### src/rtl/stby_pkg.sv
// Shared types and helpers for the stop-mode standby controller.
// Assumes: stabilization codes above 4 saturate to the longest wait.
package stby_pkg;

    typedef enum logic [1:0] {
        PM_RUN  = 2'b00,
        PM_STOP = 2'b01,
        PM_HALT = 2'b10
    } pm_state_e;

    // Largest exponent offset a code can select.
    localparam int unsigned STAB_MAX_OFS = 5;

    // Map a wait code to its exponent offset over the base exponent.
    function automatic int unsigned stab_offset(input logic [2:0] code);
        case (code)
            3'd0:    stab_offset = 0;
            3'd1:    stab_offset = 2;
            3'd2:    stab_offset = 3;
            3'd3:    stab_offset = 4;
            default: stab_offset = STAB_MAX_OFS;
        endcase
    endfunction

endpackage

### src/rtl/stby_wake_detect.sv
// Reduces the interrupt request and mask vectors to one wake flag.
// Assumes: mask bit 1 blocks its source; purely combinational.
module stby_wake_detect #(
    parameter int N_IRQ = 8
) (
    input  logic [N_IRQ-1:0] irq_req,
    input  logic [N_IRQ-1:0] irq_mask,
    output logic             wake_pend
);

    logic [N_IRQ-1:0] live;

    // Qualify each source by its mask bit.
    generate
        for (genvar g = 0; g < N_IRQ; g++) begin : g_src
            assign live[g] = irq_req[g] & ~irq_mask[g];
        end
    endgenerate

    assign wake_pend = |live;

endmodule

### src/rtl/stby_stab_timer.sv
// Oscillator stabilization counter used during HALT_WAIT.
// Captures the wait code on load and raises done on the last cycle of the wait.
// Assumes: load coincides with the clock that enters HALT_WAIT; active is high
// for exactly the cycles spent in HALT_WAIT.
module stby_stab_timer
    import stby_pkg::*;
#(
    parameter int BASE_EXP = 12
) (
    input  logic       clk,
    input  logic       rst_n,
    input  logic       load,
    input  logic       active,
    input  logic [2:0] sel,
    output logic       done
);

    localparam int MAX_EXP = BASE_EXP + int'(STAB_MAX_OFS);
    localparam int CW      = MAX_EXP + 1;
    localparam logic [CW-1:0] ONE = {{(CW-1){1'b0}}, 1'b1};

    logic [CW-1:0] cnt;
    logic [CW-1:0] last;

    assign done = active && (cnt == last);

    // Count while waiting; clear and capture the terminal value on load.
    always_ff @(posedge clk) begin
        if (!rst_n) begin
            cnt  <= '0;
            last <= '0;
        end else if (load) begin
            cnt  <= '0;
            last <= (ONE << (BASE_EXP + int'(stab_offset(sel)))) - ONE;
        end else if (active && !done) begin
            cnt <= cnt + ONE;
        end else if (!active) begin
            cnt <= '0;
        end
    end


    cnt_bound_chk: assert property (@(posedge clk) disable iff (!rst_n)
        active |-> (cnt <= last));


    count_moves_chk: assert property (@(posedge clk) disable iff (!rst_n)
        (active && !done && !load) |=> (cnt == $past(cnt) + ONE));

endmodule

### src/rtl/stby_mode_fsm.sv
// Three-state standby sequencer: RUN, STOP and HALT_WAIT.
// Assumes: stop_req is a one-cycle pulse; stab_done is only high in HALT_WAIT.
module stby_mode_fsm
    import stby_pkg::*;
(
    input  logic      clk,
    input  logic      rst_n,
    input  logic      stop_req,
    input  logic      wake_pend,
    input  logic      stab_done,
    output pm_state_e state,
    output logic      halt_entry
);

    pm_state_e nxt;

    // Next-state selection and the HALT_WAIT entry strobe.
    always_comb begin
        nxt        = state;
        halt_entry = 1'b0;
        case (state)
            PM_RUN: begin
                if (stop_req) begin
                    if (wake_pend) begin
                        nxt        = PM_HALT;
                        halt_entry = 1'b1;
                    end else begin
                        nxt = PM_STOP;
                    end
                end
            end
            PM_STOP: begin
                if (wake_pend) begin
                    nxt        = PM_HALT;
                    halt_entry = 1'b1;
                end
            end
            PM_HALT: begin
                if (stab_done) nxt = PM_RUN;
            end
            default: nxt = PM_RUN;
        endcase
    end

    // State register.
    always_ff @(posedge clk) begin
        if (!rst_n) state <= PM_RUN;
        else        state <= nxt;
    end


    stop_enter_chk: assert property (@(posedge clk) disable iff (!rst_n)
        (state == PM_RUN && stop_req && !wake_pend) |=> (state == PM_STOP));


    wake_exit_chk: assert property (@(posedge clk) disable iff (!rst_n)
        (state == PM_STOP && wake_pend) |=> (state == PM_HALT));


    stop_hold_chk: assert property (@(posedge clk) disable iff (!rst_n)
        (state == PM_STOP && !wake_pend) |=> (state == PM_STOP));


    direct_halt_chk: assert property (@(posedge clk) disable iff (!rst_n)
        (state == PM_RUN && stop_req && wake_pend) |=> (state == PM_HALT));


    no_early_exit_chk: assert property (@(posedge clk) disable iff (!rst_n)
        (state == PM_HALT && !stab_done) |=> (state == PM_HALT));


    legal_code_chk: assert property (@(posedge clk) disable iff (!rst_n)
        state != 2'b11);

endmodule

### src/rtl/stby_clk_gate_ctrl.sv
// Derives per-peripheral clock enables from the mode and clock-source selects.
// Assumes: in RUN every peripheral is clocked; outside RUN only sources that
// do not depend on the main oscillator keep a unit alive.
module stby_clk_gate_ctrl #(
    parameter int N_EVT = 2
) (
    input  logic             run_mode,
    input  logic             sub_clk_run,
    input  logic             sub_clk_sel,
    input  logic             ser_ext_clk,
    input  logic [N_EVT-1:0] evt_src_ext,
    output logic             en_tmr16,
    output logic             en_wdt,
    output logic             en_adc,
    output logic             en_watch,
    output logic             en_tmr8,
    output logic             en_disp,
    output logic [N_EVT-1:0] en_evt,
    output logic             en_ser,
    output logic             en_cmp
);

    logic sub_ok;

    // Subsystem clock usable as a standby source only when running and chosen.
    always_comb sub_ok = sub_clk_run & sub_clk_sel;

    // Units that need the main clock; dark whenever the CPU is not running.
    always_comb begin
        en_tmr16 = run_mode;
        en_wdt   = run_mode;
        en_adc   = run_mode;
    end

    // Units that can run from the subsystem clock.
    always_comb begin
        en_watch = run_mode | sub_ok;
        en_tmr8  = run_mode | sub_ok;
        en_disp  = run_mode | sub_ok;
    end

    // Event counters survive standby only with an external count input.
    generate
        for (genvar e = 0; e < N_EVT; e++) begin : g_evt
            assign en_evt[e] = run_mode | evt_src_ext[e];
        end
    endgenerate

    // Serial unit needs an external shift clock; the comparator acts as a wake source
    // and needs the 8-bit timer when the subsystem clock is running.
    always_comb begin
        en_ser = run_mode | ser_ext_clk;
        en_cmp = run_mode | ~sub_clk_run | sub_ok;
    end

endmodule

### src/rtl/stby_stop_ctrl.sv
// Top of the stop-mode standby controller: mode sequencer, stabilization
// counter, peripheral clock-enable logic and the frozen port output latch.
// Assumes: single clock domain; stop_req is one cycle; synchronous active-low reset.
module stby_stop_ctrl
    import stby_pkg::*;
#(
    parameter int N_IRQ    = 8,
    parameter int N_EVT    = 2,
    parameter int PORT_W   = 8,
    parameter int BASE_EXP = 12
) (
    input  logic              clk,
    input  logic              rst_n,
    input  logic              stop_req,
    input  logic [N_IRQ-1:0]  irq_req,
    input  logic [N_IRQ-1:0]  irq_mask,
    input  logic              sub_clk_run,
    input  logic              sub_clk_sel,
    input  logic              ser_ext_clk,
    input  logic [N_EVT-1:0]  evt_src_ext,
    input  logic [2:0]        stab_sel,
    input  logic              port_wr_en,
    input  logic [PORT_W-1:0] port_wr_data,
    output logic              osc_en,
    output logic              cpu_run,
    output logic              halt_st,
    output logic [1:0]        mode_st,
    output logic              en_tmr16,
    output logic              en_wdt,
    output logic              en_adc,
    output logic              en_watch,
    output logic              en_tmr8,
    output logic              en_disp,
    output logic [N_EVT-1:0]  en_evt,
    output logic              en_ser,
    output logic              en_cmp,
    output logic [PORT_W-1:0] port_out
);

    pm_state_e         state;
    logic              wake_pend;
    logic              halt_entry;
    logic              stab_done;
    logic              in_run;
    logic [PORT_W-1:0] port_q;

    stby_wake_detect #(.N_IRQ(N_IRQ)) u_wake (
        .irq_req   (irq_req),
        .irq_mask  (irq_mask),
        .wake_pend (wake_pend)
    );

    stby_mode_fsm u_fsm (
        .clk        (clk),
        .rst_n      (rst_n),
        .stop_req   (stop_req),
        .wake_pend  (wake_pend),
        .stab_done  (stab_done),
        .state      (state),
        .halt_entry (halt_entry)
    );

    stby_stab_timer #(.BASE_EXP(BASE_EXP)) u_stab (
        .clk    (clk),
        .rst_n  (rst_n),
        .load   (halt_entry),
        .active (state == PM_HALT),
        .sel    (stab_sel),
        .done   (stab_done)
    );

    // Mode decode for the status outputs.
    always_comb begin
        in_run  = (state == PM_RUN);
        osc_en  = (state != PM_STOP);
        cpu_run = in_run;
        halt_st = (state == PM_HALT);
        mode_st = state;
    end

    stby_clk_gate_ctrl #(.N_EVT(N_EVT)) u_gate (
        .run_mode    (in_run),
        .sub_clk_run (sub_clk_run),
        .sub_clk_sel (sub_clk_sel),
        .ser_ext_clk (ser_ext_clk),
        .evt_src_ext (evt_src_ext),
        .en_tmr16    (en_tmr16),
        .en_wdt      (en_wdt),
        .en_adc      (en_adc),
        .en_watch    (en_watch),
        .en_tmr8     (en_tmr8),
        .en_disp     (en_disp),
        .en_evt      (en_evt),
        .en_ser      (en_ser),
        .en_cmp      (en_cmp)
    );

    // Port output latch: written only while the CPU runs.
    always_ff @(posedge clk) begin
        if (!rst_n)                  port_q <= '0;
        else if (in_run && port_wr_en) port_q <= port_wr_data;
    end

    assign port_out = port_q;


    port_hold_chk: assert property (@(posedge clk) disable iff (!rst_n)
        !cpu_run |=> $stable(port_out));


    deep_off_chk: assert property (@(posedge clk) disable iff (!rst_n)
        !cpu_run |-> !(en_tmr16 || en_wdt || en_adc));


    cmp_needs_tmr8_chk: assert property (@(posedge clk) disable iff (!rst_n)
        (!cpu_run && sub_clk_run && en_cmp) |-> en_tmr8);


    halt_osc_chk: assert property (@(posedge clk) disable iff (!rst_n)
        halt_st |-> (osc_en && !cpu_run));

endmodule

### config.mk
export PLATFORM = sky130hd
export DESIGN_NAME = stby_stop_ctrl
export DESIGN_NICKNAME = d
export VERILOG_FILES = /design/src/rtl/stby_pkg.sv /design/src/rtl/stby_wake_detect.sv /design/src/rtl/stby_stab_timer.sv /design/src/rtl/stby_mode_fsm.sv /design/src/rtl/stby_clk_gate_ctrl.sv /design/src/rtl/stby_stop_ctrl.sv
export SDC_FILE = /design/constraint.sdc
export NUM_CORES = 1
export LEC_CHECK = 0
export BUFFER_PORTS_ARGS = -buffer_cell sky130_fd_sc_hd__buf_4
export CAP_MARGIN = 20
export CORE_MARGIN = 2
export CORE_UTILIZATION = 40
export CTS_CLUSTER_DIAMETER = 150
export DETAILED_ROUTE_END_ITERATION = 6
export GPL_ROUTABILITY_DRIVEN = 0
export PLACE_DENSITY_LB_ADDON = 0.3
export SKIP_CTS_REPAIR_TIMING = 1
export SLEW_MARGIN = 20
export SYNTH_ARGS = -nofsm -noshare
export SYNTH_HDL_FRONTEND = slang
export SYNTH_HIERARCHICAL = 1
export SYNTH_SLANG_ARGS = --single-unit
### constraint.sdc
create_clock -name clk -period 2.85 [get_ports clk]
set_clock_uncertainty 0.2 [all_clocks]
set_input_delay 0.4275 -clock clk [delete_from_list [all_inputs] [get_ports clk]]
set_output_delay 0.4275 -clock clk [all_outputs]
set_load 0.02 [all_outputs]
## After elaboration in Yosys (flattened, before gate mapping)

Cells that the tools add are included.

| storage, ports and cells | value |
|---|---|
| register bits after elaboration | 46 |
| input port bits | 36 |
| output and inout port bits | 23 |
| logic and storage cells | 66 |

| cells by class | value |
|---|---|
| add/sub/neg operators | 3 |
| equality and inequality tests | 11 |
| shift-type cells | 1 |
| multiplexer cells | 13 |
| bitwise operators | 25 |
| reductions and logical operators | 9 |

Operators with widths:

| operator | number |
|---|---|
| $mux W32 | 2 |
| $mux W18 | 2 |
| $add A5 B32 Y32 const A | 1 |
| $shl A1 B32 Y18 const A | 1 |
| $add A18 B1 Y18 const B | 1 |
| $eq A18 B18 Y1 | 1 |
| $sub A18 B1 Y18 const B | 1 |
| $pmux W3 S4 | 1 |
| $not A1 Y1 | 10 |
| $and A1 B1 Y1 | 9 |
| $mux W2 | 4 |
| $reduce_or A8 Y1 | 1 |
| $eq A3 B2 Y1 const B | 2 |
| $ne A2 B2 Y1 const B | 3 |
| $or A1 B1 Y1 | 6 |
| $pmux W2 S3 | 1 |
| $ne A2 B1 Y1 const B | 2 |
| $eq A3 B1 Y1 const B | 1 |
| $logic_and A1 B1 Y1 | 3 |
| $logic_not A3 Y1 | 1 |
| $reduce_and A3 Y1 | 1 |
| $eq A2 B1 Y1 const B | 1 |
| $eq A2 B2 Y1 const B | 1 |
| $logic_not A2 Y1 | 1 |
| other kinds (4) | 5 |

## Logic depth before layout (Yosys ltp)

Gate-level depths: netlist of run 1.

| logic depth | value |
|---|---|
| word-level depth | 11 |
| gate-level depth with buffers | 9 |
| depth with buffers taken out | 7 |

## Modules after synthesis

The synthesis of run 1 kept the hierarchy.

By module, submodules not included:

| module | instances | cells each | area an instance (um^2) | sequential area each (um^2) |
|---|---|---|---|---|
| stby_stab_timer | 1 | 187 | 1,729.2 | 700.7 |
| stby_stop_ctrl | 1 | 39 | 360.3 | 160.2 |
| stby_mode_fsm | 1 | 7 | 80.1 | 40.0 |
| stby_clk_gate_ctrl | 1 | 10 | 73.8 | 0.0 |
| stby_wake_detect | 1 | 13 | 62.6 | 0.0 |

## Worst setup path before layout of run 1

Ideal clock, no wire load.

| path | value |
|---|---|
| path type | in2reg |
| start | input irq_req[2] |
| end | register u_stab.cnt[8] |
| setup time | 0.059 ns |
| data arrival time | 2.329 ns |
| required time | 2.591 ns |
| path slack | 0.262 ns |
| cell stages on the path | 9 |
| path buffers | 2 |
| path through | inv_1 o22ai_1 or4_1 nor3b_2 clkbuf_1 or2_0 clkbuf_1 or4_1 nand2_1 |

| on the way | value |
|---|---|
| longest elaborated chain between the ends | 6 |

RTL lines:

| what | RTL line | text |
|---|---|---|
| start, declared | stby_stop_ctrl.sv:15 | `input logic [N_IRQ-1:0] irq_req,` |
| $and A1 B1 Y1 (*) | stby_wake_detect.sv:16 | `assign live[g] = irq_req[g] & ~irq_mask[g];` |
| $reduce_or A8 Y1 (*) | stby_wake_detect.sv:20 | `assign wake_pend = \|live;` |
| net wake_pend | stby_stop_ctrl.sv:41 | `logic wake_pend;` |
| $mux W1 (*) | stby_mode_fsm.sv:24, stby_mode_fsm.sv:33 |  |
| $mux W1 | stby_mode_fsm.sv:23 | `if (stop_req) begin` |
| $pmux W1 S2 (*) | stby_mode_fsm.sv:21 | `case (state)` |
| net halt_entry | stby_stop_ctrl.sv:42 | `logic halt_entry;` |
| $reduce_or A2 Y1 (no line) (*) | - |  |
| end signal, assigned | stby_stab_timer.sv:36 | `cnt <= cnt + ONE;` |
| end, declared | stby_stab_timer.sv:22 | `logic [CW-1:0] cnt;` |

The timed path passes the listed nets; every way through them passes the cells marked *.
A chain may end at the register's enable or synchronous reset.

## Worst setup path in the final report of run 1

| path | value |
|---|---|
| start | input irq_req[2] |
| end | register u_stab.cnt[15] |

The elaborated chain is that of the path after synthesis.

==> metrics.md, run 1 <==
| Metric | Value |
|---|---|
| Category of the worst setup path launch point | `primary input` |
| CTS sink count | `45` |
| Critical path, cell by cell | `buf_4 -> inv_1 -> o22ai_1 -> or4_1 -> nor3b_2 -> or2_0 -> or4_1 -> nand2_1` |
| Congestion Overflow GR | `0` |
| Total of max-cap violations | `0` |
| Final period util | `81.7%` |
| Most common cell after layout, fill and taps aside | `sky130_fd_sc_hd__buf_4` |
| Area growth, synth to finish | `24.7%` |
| Skew-Pair Late Insertion Delay | `290 ps` |
| Family of cells with the greatest summed delay on the critical path | `simple AND/OR/NAND/NOR gates` |
| Total power per unit cell area | `498 nW/um^2` |
| Tightest Pin Transition | `850 ps` |
| Final net count | `348` |
| Number of primary I/O pins | `59` |
| Post-synth top area cell | `sky130_fd_sc_hd__dfxtp_1` |
| Capturing element type of the critical path | `flip-flop` |
| Worst-case reg-to-reg path depth | `7` |
| Worst slack on hold paths | `180 ps` |
| Die W | `79.9 um` |
| RR Endpoint | `u_fsm/state[1]` |
| Largest net degree at the start of global routing | `35` |
| Total setup violations reported at the end of the flow | `0` |
| Minimum period implied by the final worst setup slack | `2330 ps` |
| Yosys Warn Count | `6` |
| Via count of the first global-routing pass | `1871` |
| Most used flip-flop cell after synthesis | `sky130_fd_sc_hd__dfxtp_1` |
| Number of storage elements in the synthesis netlist | `45` |
| Count of cells along the worst hold path | `3` |
| Die Y-Extent | `79.9 um` |
| Number of buffers created by CTS | `5` |
| Bufs and invs on worst path | `2` |
| Buffer type at the clock tree root | `sky130_fd_sc_hd__clkbuf_8` |
| Number of antenna violations at the first check in global routing | `0` |
| Total standard cell area after synthesis | `2310 um^2` |
| Synth Net Count | `295` |
| Synth cell types | `48` |
| Effective utilization at floorplan | `41.6%` |
| Number of antenna-violating nets in the routed design | `0` |
| Kind of critical path | `primary input to flip-flop` |
| Inserted Diodes | `0` |
| DR WL/cell | `12.9 um` |
| Hold violation total from the final report | `0` |
| Crit path required time | `2890 ps` |
| Fin cells | `382` |
| Total Neg Setup Slack | `0 ps` |
| Worst stage delay on the critical path | `560 ps` |
| Synthesized netlist cell count | `256` |
| Port-buffer cells | `58` |
| Area share of the largest cell type after synthesis | `39.1%` |
| Clock slew at reported path FFs | `90 ps` |
| Number of synthesized flops with an enable pin | `0` |
| TritonCTS clock tree | `yes` |
| Max-Slew Margin vs Limit | `43.1%` |
| Worst reg2reg path startpoint | `u_stab/cnt[1]` |
| Path type of the worst min-delay path | `primary input to flip-flop` |
| Half-perimeter wire length after detailed placement | `3800 um` |
| Critical path depth in cells | `8` |
| First-pass GRT wire length | `8540 um` |
| Full die area | `6390 um^2` |
| Critical path fanouts, max | `9` |
| R2r setup slk | `670 ps` |
| Count of TritonRoute iterations in the first routing pass | `4` |
| Fmax | `429 MHz` |
| Most frequent cells in the layout | `sky130_fd_sc_hd__buf_4, sky130_fd_sc_hd__dfxtp_1, sky130_fd_sc_hd__nand2_1, sky130_fd_sc_hd__xor2_1, sky130_fd_sc_hd__nor2_1` |
| Number of rows in the core area | `27` |
| Fraction of final layout cells with drive strength greater than 1 | `27.4%` |
| Startpoint of the worst hold path | `port_wr_data[3]` |
| Core area | `5540 um^2` |
| Maximum clock insertion buffer count | `2` |
| CP dominant cell by count | `sky130_fd_sc_hd__or4_1` |
| DR iter-0 viols | `74` |
| H-Tree Level Count | `2` |
| Worst voltage drop across the vdd grid | `0.000231 V` |
| Fill cells | `515` |
| Pre-CTS setup slack | `227 ps` |
| Slowest library cell on the worst path | `sky130_fd_sc_hd__or4_1` |
| Total area of multi-input combinational cells | `1260 um^2` |
| Combined flip-flop and latch cell area | `901 um^2` |
| Biggest area contributors in the synthesized netlist | `sky130_fd_sc_hd__dfxtp_1, sky130_fd_sc_hd__xor2_1, sky130_fd_sc_hd__nand2_1` |
| Outcome | `finished, final reports clean` |
| Synth Area per Inst | `9.01 um^2` |
| Arrival time of data at the critical path endpoint | `2370 ps` |
| Number of instances in the placed design | `374` |
| Post-detailed-routing wire length | `4940 um` |
| Setup repair after global routing missed its margin | `false` |
| Register area share after synthesis | `39.1%` |
| Setup slack of the critical path after layout | `520 ps` |
| Number of max-slew violations in the final report | `0` |
| Remaining design rule violation count | `0` |
| Hold EP | `port_out[3]` |
| Total via count after detailed routing | `1904` |
| Static Leakage | `1.28 nW` |
| Routed via count divided by cell count | `4.98` |
| GRT Overall Usage | `16.7%` |
| Share of flip-flops with an asynchronous set or reset after synthesis | `0%` |
[routing by layer]
metal  vias up  GRT usage (%)  share of wire (%)
met5         -              0                  0
met4         0           4.75               0.91
met3         4           3.62                3.4
met2        35           27.7                 50
met1       878           21.6                 46
li1        987              -                  -
[Yosys cell counts (2+ instances only)]
library cell and instances:
sky130_fd_sc_hd__o21ai_1 5, sky130_fd_sc_hd__dfxtp_1 45, sky130_fd_sc_hd__nor2b_1 2, sky130_fd_sc_hd__o22ai_1 4, sky130_fd_sc_hd__or2_1 4, sky130_fd_sc_hd__o211a_1 3, sky130_fd_sc_hd__nand4_1 2, sky130_fd_sc_hd__o211ai_2 2
sky130_fd_sc_hd__nor2_1 19, sky130_fd_sc_hd__ha_1 3, sky130_fd_sc_hd__buf_6 2, sky130_fd_sc_hd__mux2i_1 11, sky130_fd_sc_hd__o211ai_1 6, sky130_fd_sc_hd__a21oi_1 2, sky130_fd_sc_hd__xor2_1 24, sky130_fd_sc_hd__o21a_1 12
sky130_fd_sc_hd__xnor2_1 3, sky130_fd_sc_hd__or4_1 7, sky130_fd_sc_hd__nor4_1 2, sky130_fd_sc_hd__and2_1 2, sky130_fd_sc_hd__inv_1 9, sky130_fd_sc_hd__and3_1 3, sky130_fd_sc_hd__o2111ai_2 2, sky130_fd_sc_hd__nand3_1 10
sky130_fd_sc_hd__clkbuf_1 7, sky130_fd_sc_hd__buf_4 7, sky130_fd_sc_hd__nor2_2 2, sky130_fd_sc_hd__nor3_1 3, sky130_fd_sc_hd__nand2_1 31, sky130_fd_sc_hd__nor3b_2 2, sky130_fd_sc_hd__a21boi_0 3
[how the worst max path moves through the flow]
| stage | endpoint | start | slack, ps |
|---|---|---|---|
| after floorplan | u_stab/cnt[8] | irq_req[2] | 260 |
| after global placement | u_stab/cnt[8] | irq_req[2] | 240 |
| after detailed placement | u_stab/cnt[8] | irq_req[2] | 230 |
| after CTS | u_stab/cnt[15] | irq_req[2] | 530 |
| after global routing | u_stab/cnt[15] | irq_req[2] | 370 |
| final | u_stab/cnt[15] | irq_req[2] | 520 |
[sequential cells by signal, indices dropped and copies added (netlist names)]
| signal | count |
|---|---|
| u_stab/cnt | 18 |
| u_fsm/state | 2 |
| u_stab/last | 17 |
| port_out | 8 |
[per-stage QoR]
step	power [mW]	util, %	instance area, um^2
after floorplan	0.872	-	2310
final	1.43	51.9	2880
after global routing	1.50	51.9	2880
after global placement	0.961	49.9	2760
after detailed placement	0.967	49.9	2760
after CTS	1.45	51.9	2880
[worst register-to-register path, delay by kind of cell (launching register included)]
| kind | cells | cell delay, ps |
|---|---|---|
| flip-flops | 1 | 360 |
| AND/OR/NAND/NOR | 5 | 980 |
| AO/OA/AOI/OAI | 2 | 550 |
[cell families (layout without fill, tap and decap cells)]
kind of cell | after synthesis | after routing | synth area share [%]
multiplexers | 11 | 11 | 4.78
AO/OA/AOI/OAI | 45 | 45 | 16.0
XOR/XNOR | 27 | 27 | 10.3
AND/OR/NAND/NOR | 99 | 99 | 22.2
adder cells (fa/ha/maj) | 3 | 3 | 1.63
buffers and inverters | 26 | 80 | 6.08
flip-flops | 45 | 45 | 39.1
[power breakdown]
group | internal [mW] | switching (mW) | total [mW] | leakage [nW]
clock network | 0.263 | 0.220 | 0.483 | 0.0585
logic | 0.128 | 0.132 | 0.260 | 0.848
registers | 0.663 | 0.0264 | 0.690 | 0.368
[area by class of cell]
class | count | area share (%)
Timing Repair Buffer | 63 | 16.4
Sequential cell | 45 | 31.3
Tap cell | 72 | 3.13
Clock inverter | 3 | 1.52
Inverter | 9 | 1.17
Multi-Input combinational cell | 185 | 44.0
Clock buffer | 5 | 2.39
Power figures use the tool's default switching activity.
==> run 2, diff against run 1 <==
==> constraint.sdc (replaced) <==
create_clock -name clk -period 2.4 [get_ports clk]
set_clock_uncertainty 0.2 [all_clocks]
set_input_delay 0.36 -clock clk [delete_from_list [all_inputs] [get_ports clk]]
set_output_delay 0.36 -clock clk [all_outputs]
set_load 0.02 [all_outputs]
==> run 2 against run 1 <==
Effect of this change: worst setup slack worse by 330 ps; worst hold slack got worse by 74 ps; critical path depth stayed put; core utilization grew 0.93 points; global-route usage decreased by 0.62 points; flip-flop and latch count did not move; total power increased by 18%; register-to-register slack got worse by 460 ps; critical endpoint is now u_stab/cnt[8].
==> metrics.md, run 2 (synthesis results as in run 1) <==
| Metric | Value |
|---|---|
| Worst voltage drop across the vdd grid | `0.000363 V (+57%)` |
| Maximum clock insertion buffer count | `2 (unchanged)` |
| Total of max-cap violations | `0 (unchanged)` |
| Most common cell after layout, fill and taps aside | `sky130_fd_sc_hd__buf_4` |
| Critical Path Sink | `u_stab/cnt[8]` |
| Critical path, cell by cell | `buf_4 -> inv_2 -> o22ai_1 -> or4_1 -> nor3b_2 -> or2_0 -> or4_1 -> nand2_1` |
| DR iter-0 viols | `136 (+84%)` |
| Kind of critical path | `primary input to flip-flop` |
| Buffer type at the clock tree root | `sky130_fd_sc_hd__clkbuf_8` |
| Number of flip-flops in the largest register | `18 (unchanged)` |
| Number of rows in the core area | `27 (unchanged)` |
| Arrival time of data at the critical path endpoint | `2260 ps (-110 ps)` |
| Hold violation total from the final report | `0 (unchanged)` |
| H-Tree Level Count | `2 (unchanged)` |
| Fraction of final layout cells with drive strength greater than 1 | `29.3% (+1.9 points)` |
| Setup slack of the critical path after layout | `188 ps (-332 ps)` |
| Routed via count divided by cell count | `4.94 (-0.97%)` |
| Port-buffer cells | `58 (unchanged)` |
| Half-perimeter wire length after detailed placement | `3750 um (-1.3%)` |
| Via count of the first global-routing pass | `1715 (-8.3%)` |
| Placement-stage cell area | `2820 um^2 (+1.9%)` |
| Fill cells | `535 (+3.9%)` |
| Minimum period implied by the final worst setup slack | `2210 ps` |
| Area growth, synth to finish | `26.9%` |
| Fin cells | `389 (+1.8%)` |
| Path type of the worst min-delay path | `primary input to flip-flop` |
| Final period util | `92.2%` |
| Count of TritonRoute iterations in the first routing pass | `4 (unchanged)` |
| Core area | `5540 um^2 (unchanged)` |
| Max-Slew Margin vs Limit | `71.6% (+28 points)` |
| Number of antenna-violating nets in the routed design | `0 (unchanged)` |
| RR Endpoint | `u_stab/cnt[12]` |
| Congestion Overflow GR | `0 (unchanged)` |
| Number of antenna violations at the first check in global routing | `0 (unchanged)` |
| Category of the worst setup path launch point | `primary input` |
| Capturing element type of the critical path | `flip-flop` |
| Number of primary I/O pins | `59 (unchanged)` |
| Most frequent cells in the layout | `sky130_fd_sc_hd__buf_4, sky130_fd_sc_hd__dfxtp_1, sky130_fd_sc_hd__nand2_1, sky130_fd_sc_hd__xor2_1, sky130_fd_sc_hd__nor2_1` |
| Crit path required time | `2450 ps (-440 ps)` |
| Worst-case reg-to-reg path depth | `7 (unchanged)` |
| DR WL/cell | `12.5 um (-3.4%)` |
| Number of max-slew violations in the final report | `0 (unchanged)` |
| Slowest library cell on the worst path | `sky130_fd_sc_hd__or4_1` |
| Total power per unit cell area | `580 nW/um^2 (+16%)` |
| Critical path fanouts, max | `8 (-1)` |
| Largest net degree at the start of global routing | `34 (-2.9%)` |
| Inserted Diodes | `0 (unchanged)` |
| Die Y-Extent | `79.9 um (unchanged)` |
| Family of cells with the greatest summed delay on the critical path | `simple AND/OR/NAND/NOR gates` |
| Remaining design rule violation count | `0 (unchanged)` |
| Fmax | `452 MHz` |
| Fraction of the core area covered by cells at the end of the flow | `52.8% (+0.93 points)` |
| Worst reg2reg path startpoint | `u_stab/cnt[8]` |
| Met3 global-route usage | `3.39% (-0.23 points)` |
| Skew-Pair Late Insertion Delay | `300 ps (about the same)` |
| GRT Overall Usage | `16.0% (-0.62 points)` |
| Met2 track demand over resource in global routing | `26.5% (-1.2 points)` |
| Static Leakage | `1.31 nW (+2.4%)` |
| Post-detailed-routing wire length | `4850 um (-1.7%)` |
| Total via count after detailed routing | `1920 (+0.84%)` |
| Pre-CTS setup slack | `-102 ps (-329 ps)` |
| Final net count | `355 (+2.0%)` |
| Post-route cell area | `2930 um^2 (+1.8%)` |
| First-pass GRT wire length | `8020 um (-6.1%)` |
| Number of instances in the placed design | `381 (+1.9%)` |
| Effective utilization at floorplan | `41.6% (unchanged)` |
| Tightest Pin Transition | `425 ps (-425 ps)` |
| CP dominant cell by count | `sky130_fd_sc_hd__or4_1` |
| Count of cells along the worst hold path | `3 (unchanged)` |
| Setup repair after global routing missed its margin | `false` |
| Worst setup startpoint | `irq_req[1]` |
| Total power draw | `1.70 mW (+18%)` |
| Die W | `79.9 um (unchanged)` |
| R2r setup slk | `210 ps (-460 ps)` |
| Number of buffers created by CTS | `5 (unchanged)` |
| Bufs and invs on worst path | `2 (unchanged)` |
| Critical path depth in cells | `8 (unchanged)` |
| Top reg by flops | `u_stab/cnt` |
| Global Route met1 Usage | `20.8% (-0.83 points)` |
| Clock slew at reported path FFs | `90 ps (about the same)` |
| Total setup violations reported at the end of the flow | `0 (unchanged)` |
| Full die area | `6390 um^2 (unchanged)` |
| Worst stage delay on the critical path | `550 ps (about the same)` |
| TritonCTS clock tree | `yes` |
| CTS sink count | `45 (unchanged)` |
| Layer carrying the most global-route usage | `met2` |
| Outcome | `finished, final reports clean` |
## run 2: stage by stage
stage | hold WS, ps | TNS [ps]
after detailed placement | 249 | -249
after global placement | 242 | -157
after floorplan | 247 | -29.7
after CTS | 99.6 | 0
after global routing | 97.1 | 0
final | 106 | 0
## run 2: area by class of cell
type / instances / area [um^2] / share of cell area [%]
tap: 72 / 90.1 / 3.08
sequential: 45 / 901 / 30.8
multi-input combinational: 185 / 1260 / 43.2
timing repair buffer: 70 / 526 / 18.0
inverter: 9 / 33.8 / 1.15
clock inverter: 2 / 38.8 / 1.33
clock buffer: 6 / 72.6 / 2.48
## run 2: where the power goes
part           internal [mW]  total (mW)  leakage, nW  switching, mW
Sequential             0.787       0.818        0.368         0.0302
Clock                  0.313       0.566       0.0554          0.254
Combinational          0.156       0.312        0.882          0.156
## run 2: routing by layer
metal | vias to the layer above | part of all wire (%)
met5 | - | 0
met4 | 0 | 0.95
met3 | 5 | 2.9
met2 | 26 | 52
met1 | 891 | 44
li1 | 998 | -
## run 2: tightest hold or removal path, stage by stage
cell and delay (ps):
sky130_fd_sc_hd__buf_4 110, sky130_fd_sc_hd__nand2_1 40, sky130_fd_sc_hd__mux2i_1 50
## run 2: worst min-delay path by stage
stage	startpoint	endpoint
after detailed placement	port_out[7]	port_out[7]
after CTS	port_wr_data[7]	port_out[7]
final	port_wr_data[7]	port_out[7]
after global placement	port_out[2]	port_out[2]
after floorplan	u_stab/last[0]	u_stab/last[0]
after global routing	port_wr_data[7]	port_out[7]
==> run 3, diff against run 2 <==
--- a/config.mk
+++ b/config.mk
@@ -9,6 +9,7 @@
 export CAP_MARGIN = 20
 export CORE_MARGIN = 2
 export CORE_UTILIZATION = 40
+export CTS_BUF_LIST = sky130_fd_sc_hd__clkbuf_8 sky130_fd_sc_hd__clkbuf_16
 export CTS_CLUSTER_DIAMETER = 150
 export DETAILED_ROUTE_END_ITERATION = 6
 export GPL_ROUTABILITY_DRIVEN = 0
==> run 3 against run 2 <==
Effect of this change: clock-buffer cell count shrank 1; non-clock buffer count is the same; fmax is the same; die area is the same; sequential power is essentially flat; worst hold slack is the same; global-route usage is the same; total power shrank 0.23%; critical endpoint unchanged; highest routed layer unchanged.
==> metrics.md, run 3 (synthesis results as in run 1) <==
| Metric | Value |
|---|---|
| Outcome | `finished, final reports clean` |
| Number of rows in the core area | `27 (unchanged)` |
| Tightest Pin Transition | `425 ps (unchanged)` |
| Fill cells | `535 (unchanged)` |
| Skew-Pair Late Insertion Delay | `300 ps (about the same)` |
| Full die area | `6390 um^2 (unchanged)` |
| Number of buffers created by CTS | `5 (unchanged)` |
| Max-Slew Margin vs Limit | `71.6% (unchanged)` |
| Routed wl met2 | `2520 um (unchanged)` |
| Hold violation total from the final report | `0 (unchanged)` |
| Number of max-slew violations in the final report | `0 (unchanged)` |
| Fraction of the core area covered by cells at the end of the flow | `52.8% (unchanged)` |
| H-Tree Level Count | `2 (unchanged)` |
| Area growth, synth to finish | `26.9% (unchanged)` |
| Uppermost metal layer occupied by signal nets | `met4` |
| Congestion Overflow GR | `0 (unchanged)` |
| Die Y-Extent | `79.9 um (unchanged)` |
| Crit path required time | `2450 ps (about the same)` |
| Final period util | `92.2% (unchanged)` |
| Total via count after detailed routing | `1920 (unchanged)` |
| Routed length on met1 | `2140 um (about the same)` |
| Post-detailed-routing wire length | `4850 um (about the same)` |
| DR WL/cell | `12.5 um (about the same)` |
| CTS sink count | `45 (unchanged)` |
| Remaining design rule violation count | `0 (unchanged)` |
| Buffer type at the clock tree root | `sky130_fd_sc_hd__clkbuf_8` |
| Total of max-cap violations | `0 (unchanged)` |
| Category of the worst setup path launch point | `primary input` |
| Minimum period implied by the final worst setup slack | `2210 ps (unchanged)` |
| Critical path fanouts, max | `8 (unchanged)` |
| Most frequent cells in the layout | `sky130_fd_sc_hd__buf_4, sky130_fd_sc_hd__dfxtp_1, sky130_fd_sc_hd__nand2_1, sky130_fd_sc_hd__xor2_1, sky130_fd_sc_hd__nor2_1` |
| Number of flip-flops in the largest register | `18 (unchanged)` |
| Number of primary I/O pins | `59 (unchanged)` |
| Routed wl met3 | `141 um (unchanged)` |
| Top reg by flops | `u_stab/cnt` |
| Half-perimeter wire length after detailed placement | `3750 um (unchanged)` |
| Maximum clock insertion buffer count | `2 (unchanged)` |
| Number of antenna violations at the first check in global routing | `0 (unchanged)` |
| Count of TritonRoute iterations in the first routing pass | `4 (unchanged)` |
| Die W | `79.9 um (unchanged)` |
| Inserted Diodes | `0 (unchanged)` |
| Setup slack of the critical path after layout | `188 ps (unchanged)` |
| Most common cell after layout, fill and taps aside | `sky130_fd_sc_hd__buf_4` |
| Arrival time of data at the critical path endpoint | `2260 ps (about the same)` |
| Routed via count divided by cell count | `4.94 (unchanged)` |
| Largest net degree at the start of global routing | `34 (unchanged)` |
| Fmax | `452 MHz (unchanged)` |
| Capturing element type of the critical path | `flip-flop` |
| Setup repair after global routing missed its margin | `false` |
| Kind of critical path | `primary input to flip-flop` |
| Worst slack on hold paths | `106 ps (unchanged)` |
| Port-buffer cells | `58 (unchanged)` |
| Static Leakage | `1.31 nW (+0.32%)` |
| TritonCTS clock tree | `yes` |
| Path type of the worst min-delay path | `primary input to flip-flop` |
| Pre-CTS setup slack | `-102 ps (unchanged)` |
| Clock slew at reported path FFs | `90 ps (about the same)` |
| Via count of the first global-routing pass | `1715 (unchanged)` |
| Total setup violations reported at the end of the flow | `0 (unchanged)` |
| Number of antenna-violating nets in the routed design | `0 (unchanged)` |
| Fraction of final layout cells with drive strength greater than 1 | `29.3% (unchanged)` |
| Worst voltage drop across the vdd grid | `0.000355 V (-2.2%)` |
| Total power per unit cell area | `578 nW/um^2 (-0.23%)` |
| Core area | `5540 um^2 (unchanged)` |
| GRT Overall Usage | `16.0% (unchanged)` |
| Effective utilization at floorplan | `41.6% (unchanged)` |
| DR iter-0 viols | `136 (unchanged)` |
| Final net count | `355 (unchanged)` |
| First-pass GRT wire length | `8020 um (unchanged)` |
run 3: cell count changes in the layout (fill, tap and decap cells not counted), sizes merged:
| cell | before | now |
|---|---|---|
| clkbuf | 6 | 5 |
| inv | 9 | 10 |
run 3: final timing paths:
kind | from | to | slack, ps | cells past startpoint
worst min register to register | port_out[7] | port_out[7] | 260 | 2
worst max register to register | u_stab/cnt[8] | u_stab/cnt[12] | 210 | 7
worst min-delay path | port_wr_data[7] | port_out[7] | 110 | 3
worst max-delay path | irq_req[1] | u_stab/cnt[8] | 190 | 8
run 3: worst max-delay path, stage by stage:
cell	delay, ps
sky130_fd_sc_hd__buf_4	110
sky130_fd_sc_hd__inv_2	30
sky130_fd_sc_hd__o22ai_1	60
sky130_fd_sc_hd__or4_1	550
sky130_fd_sc_hd__nor3b_2	180
sky130_fd_sc_hd__or2_0	350
sky130_fd_sc_hd__or4_1	550
sky130_fd_sc_hd__nand2_1	70
run 3: report_power, final:
group | total, mW | switching, mW | internal, mW
sequential | 0.818 | 0.0302 | 0.787
clock | 0.562 | 0.254 | 0.308
combinational | 0.312 | 0.156 | 0.156
run 3: stage by stage:
step / instance area, um^2 / setup TNS, ps / power [mW] / instances
6_report: 2930 / 0 / 1.69 / 389
5_1_grt: 2930 / 0 / 1.78 / 389
4_1_cts: 2930 / 0 / 1.71 / 389
3_5_place_dp: 2820 / -249 / 1.15 / 381
3_3_place_gp: 2820 / -157 / 1.15 / 381
2_1_floorplan: 2310 / -29.7 / 1.04 / 256
run 3: per-layer routing:
layer	up-vias	track usage, %
met1	891	20.8
met4	0	5.08
met3	5	3.39
met2	26	26.5
li1	998	-
met5	-	0
run 3: final cells by class:
type / instances / area [um^2] / share of cell area [%]
clock buffers: 5 / 68.8 / 2.35
multi-input cells: 185 / 1260 / 43.2
clock inverters: 3 / 42.5 / 1.45
flip-flops and latches: 45 / 901 / 30.8
inverters: 9 / 33.8 / 1.15
repair buffers: 70 / 526 / 18.0
well taps: 72 / 90.1 / 3.08
